## src/rtl/ctxf_pkg.sv

```systemverilog
// Package: shared fault codes and state encoding of the context entry fetcher.
// Assumes: fault code values are visible to software and must stay fixed.
package ctxf_pkg;

    typedef enum logic [3:0] {
        FLT_NONE      = 4'd0,
        FLT_ROOT_RD   = 4'd1,
        FLT_ROOT_NP   = 4'd2,
        FLT_ROOT_RSVD = 4'd3,
        FLT_CTX_RD    = 4'd4,
        FLT_CTX_NP    = 4'd5,
        FLT_CTX_RSVD  = 4'd6,
        FLT_CTX_INV   = 4'd7,
        FLT_PASID     = 4'd8
    } flt_e;

    typedef enum logic [3:0] {
        ST_IDLE,
        ST_RISSUE,
        ST_RWAIT,
        ST_RCHK,
        ST_CISSUE,
        ST_CWAIT,
        ST_CCHK,
        ST_PCHK,
        ST_DONE
    } st_e;

endpackage

```

## src/rtl/ctxf_root_ptr.sv

```systemverilog
// Module: root pointer register plus the latched table base and mode.
// Does: holds the software-visible pointer (low 10 bits hard-wired to zero)
//       and, on a latch pulse, copies the base and scalable mode from it.
// Assumes: a latch sees the register value held before that cycle's write.
module ctxf_root_ptr #(
    parameter int AW = 39
) (
    input  logic        clk,
    input  logic        rst_n,
    input  logic        wr_en,
    input  logic [63:0] wr_data,
    input  logic        latch,
    input  logic        sm_enable,
    output logic [63:0] reg_q,
    output logic [63:0] base_q,
    output logic        scal_q
);
    localparam logic [63:0] ADDR_MASK = ((64'd1 << AW) - 64'd1) & ~64'hFFF;
    localparam int          SMT_BIT   = 10;

    // Software register: bits 63:10 writable, bits 9:0 forced to zero.
    always_ff @(posedge clk) begin
        if (!rst_n)     reg_q <= '0;
        else if (wr_en) reg_q <= {wr_data[63:10], 10'b0};
    end

    // Latched pointer and mode, refreshed only on a latch pulse.
    always_ff @(posedge clk) begin
        if (!rst_n) begin
            base_q <= '0;
            scal_q <= 1'b0;
        end else if (latch) begin
            base_q <= reg_q & ADDR_MASK;
            scal_q <= sm_enable & reg_q[SMT_BIT];
        end
    end
endmodule

```

## src/rtl/ctxf_root_check.sv

```systemverilog
// Module: combinational decode of a fetched root entry.
// Does: selects the half that serves the function, derives the context
//       pointer and index, and applies the per-mode reserved-bit rule.
// Assumes: both halves have been fetched before the outputs are used.
module ctxf_root_check #(
    parameter int AW = 39
) (
    input  logic [63:0] lo,
    input  logic [63:0] hi,
    input  logic        scal,
    input  logic [7:0]  devfn,
    output logic        present,
    output logic        rsvd,
    output logic [63:0] ctp,
    output logic [7:0]  idx
);
    localparam logic [63:0] ADDR_MASK = ((64'd1 << AW) - 64'd1) & ~64'hFFF;
    localparam logic [63:0] RSVD_MASK = ~((64'd1 << AW) - 64'd1) | 64'hFFE;

    logic        use_hi;
    logic [63:0] half;

    // Half selection, pointer and index derivation.
    always_comb begin
        use_hi  = scal & devfn[7];
        half    = use_hi ? hi : lo;
        present = half[0];
        ctp     = half & ADDR_MASK;
        idx     = use_hi ? {1'b0, devfn[6:0]} : devfn;
    end

    // Reserved-bit rule: legacy needs a zero high half, scalable checks both.
    always_comb begin
        if (scal) rsvd = (|(lo & RSVD_MASK)) | (|(hi & RSVD_MASK));
        else      rsvd = (|hi) | (|(lo & RSVD_MASK));
    end
endmodule

```

## src/rtl/ctxf_ctx_check.sv

```systemverilog
// Module: combinational checks of a fetched context entry.
// Does: presence, per-mode reserved bits, legacy level and type checks,
//       and the legacy level and address width derived from the entry.
// Assumes: words 2 and 3 are zero-filled for legacy lookups.
module ctxf_ctx_check #(
    parameter int         AW    = 39,
    parameter logic [7:0] SAGAW = 8'h06,
    parameter bit         PT_OK = 1'b1
) (
    input  logic [63:0] w0,
    input  logic [63:0] w1,
    input  logic [63:0] w2,
    input  logic [63:0] w3,
    input  logic        scal,
    output logic        present,
    output logic        rsvd,
    output logic        invalid,
    output logic [3:0]  level,
    output logic [6:0]  width
);
    localparam logic [63:0] HIGH_MASK = ~((64'd1 << AW) - 64'd1);
    localparam logic [63:0] L_W0_RSVD = HIGH_MASK | 64'hFF0;
    localparam logic [63:0] L_W1_RSVD = 64'hFFFF_FFFF_FF00_00F8;
    localparam logic [63:0] S_W0_RSVD = HIGH_MASK | 64'hFFC;
    localparam logic [63:0] S_W1_RSVD = 64'hFFFF_FFFF_FFF0_0000;

    logic [2:0] aw_fld;
    logic [1:0] tt;
    logic       level_ok;
    logic       type_ok;

    // Presence and reserved bits per layout.
    always_comb begin
        present = w0[0];
        if (scal) rsvd = (|(w0 & S_W0_RSVD)) | (|(w1 & S_W1_RSVD)) | (|w2) | (|w3);
        else      rsvd = (|(w0 & L_W0_RSVD)) | (|(w1 & L_W1_RSVD));
    end

    // Legacy level and type validation with derived level and width.
    always_comb begin
        aw_fld   = w1[2:0];
        tt       = w0[3:2];
        level_ok = SAGAW[aw_fld];
        type_ok  = (tt == 2'd0) || (tt == 2'd1) || ((tt == 2'd2) && PT_OK);
        invalid  = !scal && !(level_ok && type_ok);
        level    = scal ? 4'd0 : 4'd2 + {1'b0, aw_fld};
        width    = scal ? 7'd0 : 7'd30 + 7'd9 * {4'd0, aw_fld};
    end
endmodule

```

## src/rtl/ctx_entry_fetcher.sv

```systemverilog
// Module: top of the root and context entry fetcher.
// Does: accepts one lookup at a time, reads the root entry and the context
//       entry over a single-outstanding 64-bit read port, and reports a
//       prioritised fault code; scalable entries pass an external check.
// Assumes: the memory answers every read exactly once; no read backpressure.
module ctx_entry_fetcher
    import ctxf_pkg::*;
#(
    parameter int         AW    = 39,
    parameter logic [7:0] SAGAW = 8'h06,
    parameter bit         PT_OK = 1'b1
) (
    input  logic        clk,
    input  logic        rst_n,
    input  logic        rtaddr_we,
    input  logic [63:0] rtaddr_wdata,
    output logic [63:0] rtaddr_rdata,
    input  logic        root_latch,
    input  logic        sm_enable,
    input  logic        req_valid,
    output logic        req_ready,
    input  logic [7:0]  req_bus,
    input  logic [7:0]  req_devfn,
    output logic        mem_rd_valid,
    output logic [63:0] mem_rd_addr,
    input  logic        mem_rsp_valid,
    input  logic [63:0] mem_rsp_data,
    input  logic        mem_rsp_err,
    output logic        pchk_valid,
    input  logic        pchk_done,
    input  logic        pchk_ok,
    output logic        rsp_valid,
    output logic [3:0]  rsp_fault,
    output logic [63:0] rsp_ctx_lo,
    output logic [63:0] rsp_ctx_hi,
    output logic        rsp_scalable,
    output logic [3:0]  rsp_level,
    output logic [6:0]  rsp_width
);
    localparam int ROOT_BEATS = 2;
    localparam int CTX_WORDS  = 4;

    st_e         st;
    flt_e        fault_q;
    logic [7:0]  bus_q, devfn_q;
    logic [63:0] base_l;
    logic        scal_l;
    logic [1:0]  beat;
    logic        err_q;
    logic [63:0] root_w [ROOT_BEATS];
    logic [63:0] ctx_w  [CTX_WORDS];

    logic [63:0] base_q;
    logic        scal_q;
    logic        r_present, r_rsvd;
    logic [63:0] ctp;
    logic [7:0]  idx;
    logic        c_present, c_rsvd, c_invalid;
    logic [1:0]  ctx_last;

    ctxf_root_ptr #(.AW(AW)) u_ptr (
        .clk(clk), .rst_n(rst_n), .wr_en(rtaddr_we), .wr_data(rtaddr_wdata),
        .latch(root_latch), .sm_enable(sm_enable),
        .reg_q(rtaddr_rdata), .base_q(base_q), .scal_q(scal_q)
    );

    ctxf_root_check #(.AW(AW)) u_root (
        .lo(root_w[0]), .hi(root_w[1]), .scal(scal_l), .devfn(devfn_q),
        .present(r_present), .rsvd(r_rsvd), .ctp(ctp), .idx(idx)
    );

    ctxf_ctx_check #(.AW(AW), .SAGAW(SAGAW), .PT_OK(PT_OK)) u_ctx (
        .w0(ctx_w[0]), .w1(ctx_w[1]), .w2(ctx_w[2]), .w3(ctx_w[3]),
        .scal(scal_l), .present(c_present), .rsvd(c_rsvd),
        .invalid(c_invalid), .level(rsp_level), .width(rsp_width)
    );

    // Last context beat depends on the layout in force for this lookup.
    assign ctx_last = scal_l ? 2'd3 : 2'd1;

    // Read address: root beats from the bus slot, context beats from the entry slot.
    always_comb begin
        if (st == ST_RISSUE)
            mem_rd_addr = base_l + {52'b0, bus_q, 4'b0} + {59'b0, beat, 3'b0};
        else if (scal_l)
            mem_rd_addr = ctp + {51'b0, idx, 5'b0} + {59'b0, beat, 3'b0};
        else
            mem_rd_addr = ctp + {52'b0, idx, 4'b0} + {59'b0, beat, 3'b0};
    end

    // Handshake and result outputs decoded from the state.
    always_comb begin
        req_ready    = (st == ST_IDLE);
        mem_rd_valid = (st == ST_RISSUE) || (st == ST_CISSUE);
        pchk_valid   = (st == ST_PCHK);
        rsp_valid    = (st == ST_DONE);
        rsp_fault    = fault_q;
        rsp_ctx_lo   = ctx_w[0];
        rsp_ctx_hi   = ctx_w[1];
        rsp_scalable = scal_l;
    end

    // Lookup sequencer: root fetch, root checks, context fetch, checks, result.
    always_ff @(posedge clk) begin
        if (!rst_n) begin
            st      <= ST_IDLE;
            fault_q <= FLT_NONE;
            bus_q   <= '0;
            devfn_q <= '0;
            base_l  <= '0;
            scal_l  <= 1'b0;
            beat    <= '0;
            err_q   <= 1'b0;
            for (int i = 0; i < ROOT_BEATS; i++) root_w[i] <= '0;
            for (int i = 0; i < CTX_WORDS; i++)  ctx_w[i]  <= '0;
        end else begin
            case (st)
                ST_IDLE: if (req_valid) begin
                    bus_q   <= req_bus;
                    devfn_q <= req_devfn;
                    base_l  <= base_q;
                    scal_l  <= scal_q;
                    beat    <= '0;
                    err_q   <= 1'b0;
                    fault_q <= FLT_NONE;
                    for (int i = 0; i < CTX_WORDS; i++) ctx_w[i] <= '0;
                    st      <= ST_RISSUE;
                end
                ST_RISSUE: st <= ST_RWAIT;
                ST_RWAIT: if (mem_rsp_valid) begin
                    root_w[beat[0]] <= mem_rsp_data;
                    err_q           <= err_q | mem_rsp_err;
                    if (beat == 2'(ROOT_BEATS - 1)) st <= ST_RCHK;
                    else begin
                        beat <= beat + 2'd1;
                        st   <= ST_RISSUE;
                    end
                end
                ST_RCHK: begin
                    beat  <= '0;
                    err_q <= 1'b0;
                    if (err_q)           begin fault_q <= FLT_ROOT_RD;   st <= ST_DONE; end
                    else if (!r_present) begin fault_q <= FLT_ROOT_NP;   st <= ST_DONE; end
                    else if (r_rsvd)     begin fault_q <= FLT_ROOT_RSVD; st <= ST_DONE; end
                    else                 st <= ST_CISSUE;
                end
                ST_CISSUE: st <= ST_CWAIT;
                ST_CWAIT: if (mem_rsp_valid) begin
                    ctx_w[beat] <= mem_rsp_data;
                    err_q       <= err_q | mem_rsp_err;
                    if (beat == ctx_last) st <= ST_CCHK;
                    else begin
                        beat <= beat + 2'd1;
                        st   <= ST_CISSUE;
                    end
                end
                ST_CCHK: begin
                    if (err_q)           begin fault_q <= FLT_CTX_RD;   st <= ST_DONE; end
                    else if (!c_present) begin fault_q <= FLT_CTX_NP;   st <= ST_DONE; end
                    else if (c_rsvd)     begin fault_q <= FLT_CTX_RSVD; st <= ST_DONE; end
                    else if (scal_l)     st <= ST_PCHK;
                    else if (c_invalid)  begin fault_q <= FLT_CTX_INV;  st <= ST_DONE; end
                    else                 st <= ST_DONE;
                end
                ST_PCHK: if (pchk_done) begin
                    fault_q <= pchk_ok ? FLT_NONE : FLT_PASID;
                    st      <= ST_DONE;
                end
                ST_DONE: st <= ST_IDLE;
                default: st <= ST_IDLE;
            endcase
        end
    end
endmodule

```

## config.mk

```make
export PLATFORM = sky130hd
export DESIGN_NAME = ctx_entry_fetcher
export DESIGN_NICKNAME = d
export VERILOG_FILES = /design/src/rtl/ctxf_pkg.sv /design/src/rtl/ctxf_root_ptr.sv /design/src/rtl/ctxf_root_check.sv /design/src/rtl/ctxf_ctx_check.sv /design/src/rtl/ctx_entry_fetcher.sv
export SDC_FILE = /design/constraint.sdc
export NUM_CORES = 1
export LEC_CHECK = 0
export ABC_AREA = 1
export BUFFER_PORTS_ARGS = -buffer_cell sky130_fd_sc_hd__buf_2
export CAP_MARGIN = 20
export CORE_UTILIZATION = 56
export DETAILED_ROUTE_END_ITERATION = 12
export GPL_ROUTABILITY_DRIVEN = 0
export MAX_ROUTING_LAYER = met4
export PLACE_DENSITY = 0.8
export SLEW_MARGIN = 10
export SYNTH_ARGS = -nofsm -noshare
export SYNTH_HDL_FRONTEND = slang
export SYNTH_SLANG_ARGS = --single-unit
```

## constraint.sdc

```tcl
create_clock -name clk -period 4.4 [get_ports clk]
set_input_delay 1.1 -clock clk [delete_from_list [all_inputs] [get_ports clk]]
set_output_delay 1.1 -clock clk [all_outputs]
set_load 0.02 [all_outputs]
```

==> qor.csv <==
metric,value,unit
worst_setup_path_start_kind,flop,
min_period,4230,ps
vias_per_cell,5.43,
power_frac_clock,38.5,%
path_max_fanout,17,
hp-class,reg -> reg,
clk_pin_slew,60,ps
drive_gt1_share,19.5,%
final_core_util,67.2,%
rsz0062_at_grt,false,
critPathArrivalTime,3130,ps
tightestPinTransition,1030,ps
grtUsageMet3,5.20,%
syn_inst,2472,
io_buffer_count,382,
cts_buffers,53,
crit_start,rsp_scalable,
max_clock_freq,0.236,GHz
cts.sinks,521,
fin_crit_sh,96.1,%
ctsHtreeMaxLevel,2,
skew,22.9,ps
track_usage,28.6,%
hold_start,rsp_fault[1],
die_w,204,um
synth_edf_count,384,
initial_core_util,57.1,%
synthTopCellsByArea,"edfxtp_1 (51%), nor2_1 (14%), dfxtp_1 (12%)",
die_area,41600,um2
p_seq_share,48.8,%
clockRootBuffer,clkbuf_16,
yosysSeqAreaShare,62.5,%
grt_antenna_before_repair,2,
die_y,204,um
cts.path.max_buffers,3,
yosysUniqueCellTypes,46,
first_pass_iters,6,
synth_seq_cells,521,
synthTopCellsByCount,"nor2_1 (827), edfxtp_1 (384), nand2_1 (287)",
fin_total_pwr,11.9,mW
internal_power,8.75,mW
drtAntennaViolNets,0,
synth_top_area_cell,edfxtp_1,
coreArea,40000,um2
ios,430,
wl_per_cell,17.4,um
p_comb_share,12.7,%
drt_wl_total,58900,um
tns,0,ps
setup_viol,0,
drcViolationCount,0,
switchingPower,3.11,mW
p_per_area,441,nW/um2
drv_slew,0,
ys.flop_type,edfxtp_1,
crit_required,3300,ps
vias,18400,
path_class,reg -> out,
syn_area,22800,um2
grt_max_degree,122,
fin_nets,2994,
p_sw_share,26.2,%
hold_violations,0,
synth-async-reset-ratio,0,%
drtIter0Drc,1846,
syn_to_final_growth,17.7,%
busiest_layer,met2,
grt-ovfl-total,0,
worstSetupEndpointType,output pin,
use_met2,45.6,%
p_leak,12.0,nW
r2r_start,st[2],
rows,73,
slew_headroom,31.4,%
hpwlAfterDp,40300,um
yosysTopAreaCellShare,50.5,%
ys_warn_count,0,
globalRouteMet1Util,35.9,%
cap_violations,0,
syn_avg_cell_area,9.24,um2
grt_pass1_wl,89600,um
yosysMostFrequentCell,nor2_1,
status,"complete, no violations",
clk_latency,600,ps
first_global_vias,17400,
tritoncts,built,
peakVddDrop,468,uV
per-stage QoR:
stage / setup slack (ps) / hold WS [ps] / cell area [um2] / cells
2_1_floorplan: 522 / 445 / 23000 / 2508
3_3_place_gp: 674 / 450 / 25000 / 3294
3_5_place_dp: 571 / 453 / 25000 / 3294
4_1_cts: 9.76 / 463 / 26800 / 3391
5_1_grt: 4.68 / 474 / 26900 / 3393
6_report: 170 / 461 / 26900 / 3393
routing by layer:
metal | vias to the layer above | wire, um | part of all wire (%)
met5 | - | 0 | 0
met4 | 0 | 2200 | 3.7
met3 | 145 | 4510 | 7.7
met2 | 825 | 28400 | 48
met1 | 8720 | 23800 | 40
li1 | 8721 | - | -
worst paths after layout:
kind | to | slack (ps) | cells past startpoint
hold / removal | rsp_fault[1] | 460 | 2
setup reg to reg | ctx_w[0][31] | 1800 | 8
setup / recovery | mem_rd_addr[25] | 170 | 7
hold reg to reg | rsp_fault[1] | 460 | 2
power by group through the flow:
stage	Combinational [mW]	Sequential [mW]	Clock, mW
floorplan	0.817	6.03	0
global placement	1.46	5.87	0
detailed placement	1.49	5.89	0
CTS	1.50	5.79	4.61
global route	1.64	5.83	4.81
finish	1.50	5.79	4.57
cell families (layout without fill, tap and decap cells):
| kind of cell | after synthesis | in the layout | synth area share [%] |
|---|---|---|---|
| simple gates | 1276 | 1276 | 22.4 |
| fa+ha+maj | 16 | 16 | 0.910 |
| xor+xnor | 20 | 20 | 0.767 |
| mux | 2 | 2 | 0.0877 |
| compound gates | 291 | 291 | 6.76 |
| other cells | 1 | 39 | 0.0164 |
| flops | 521 | 521 | 62.5 |
| buf+inv | 345 | 703 | 6.51 |
flip-flops by register name, summed over array words and instances, names as in the netlist, 8 cells and up:
register and cells:
root_w 128, devfn_q 8, base_l 27, u_ptr.reg_q 54
bus_q 8, u_ptr.base_q 27, ctx_w 256
area by class of cell:
cell class | count | area (um2)
diodes | 2 | 5.00
fillers | 3033 | 13100
clock buffers | 76 | 1530
multi-input cells | 1642 | 7300
inverters | 204 | 766
clock inverters | 21 | 255
flip-flops and latches | 521 | 14300
repair buffers | 402 | 2090
well taps | 525 | 657
placed cells by master, fill, tap and decap left out, types with 5 or more instances in the layout:
cell,Yosys,layout
a21oi_1,80,80
buf_2,2,382
buf_4,42,18
bufinv_16,0,5
clkbuf_1,78,12
clkbuf_16,0,55
clkbuf_8,0,7
clkinv_1,3,9
clkinv_2,0,6
conb_1,1,37
dfxtp_1,137,134
edfxtp_1,384,384
ha_1,15,15
inv_1,186,186
inv_2,15,15
nand2_1,287,276
nand2_2,2,11
nand3_1,76,74
nand4_1,22,22
nor2_1,827,823
nor2_2,11,12
nor2_4,5,8
nor3_1,31,28
nor3_2,4,7
o21ai_0,159,159
o21ai_1,23,23
o21ai_2,9,9
xor2_1,17,17
critical path: stages (launching register included):
cell      delay, ps
dfxtp_2         490
clkinv_1        560
a21oi_2         400
nand2_1         120
nor2_1          220
nor2_1           90
o31ai_1         390
buf_2           250
timing repair:
action	CTS	global route
resized for setup	1	12
setup buffers	0	0
hold buffers	0	0
endpoints found under the setup margin	3	23
(Power assumes the default switching activity.)
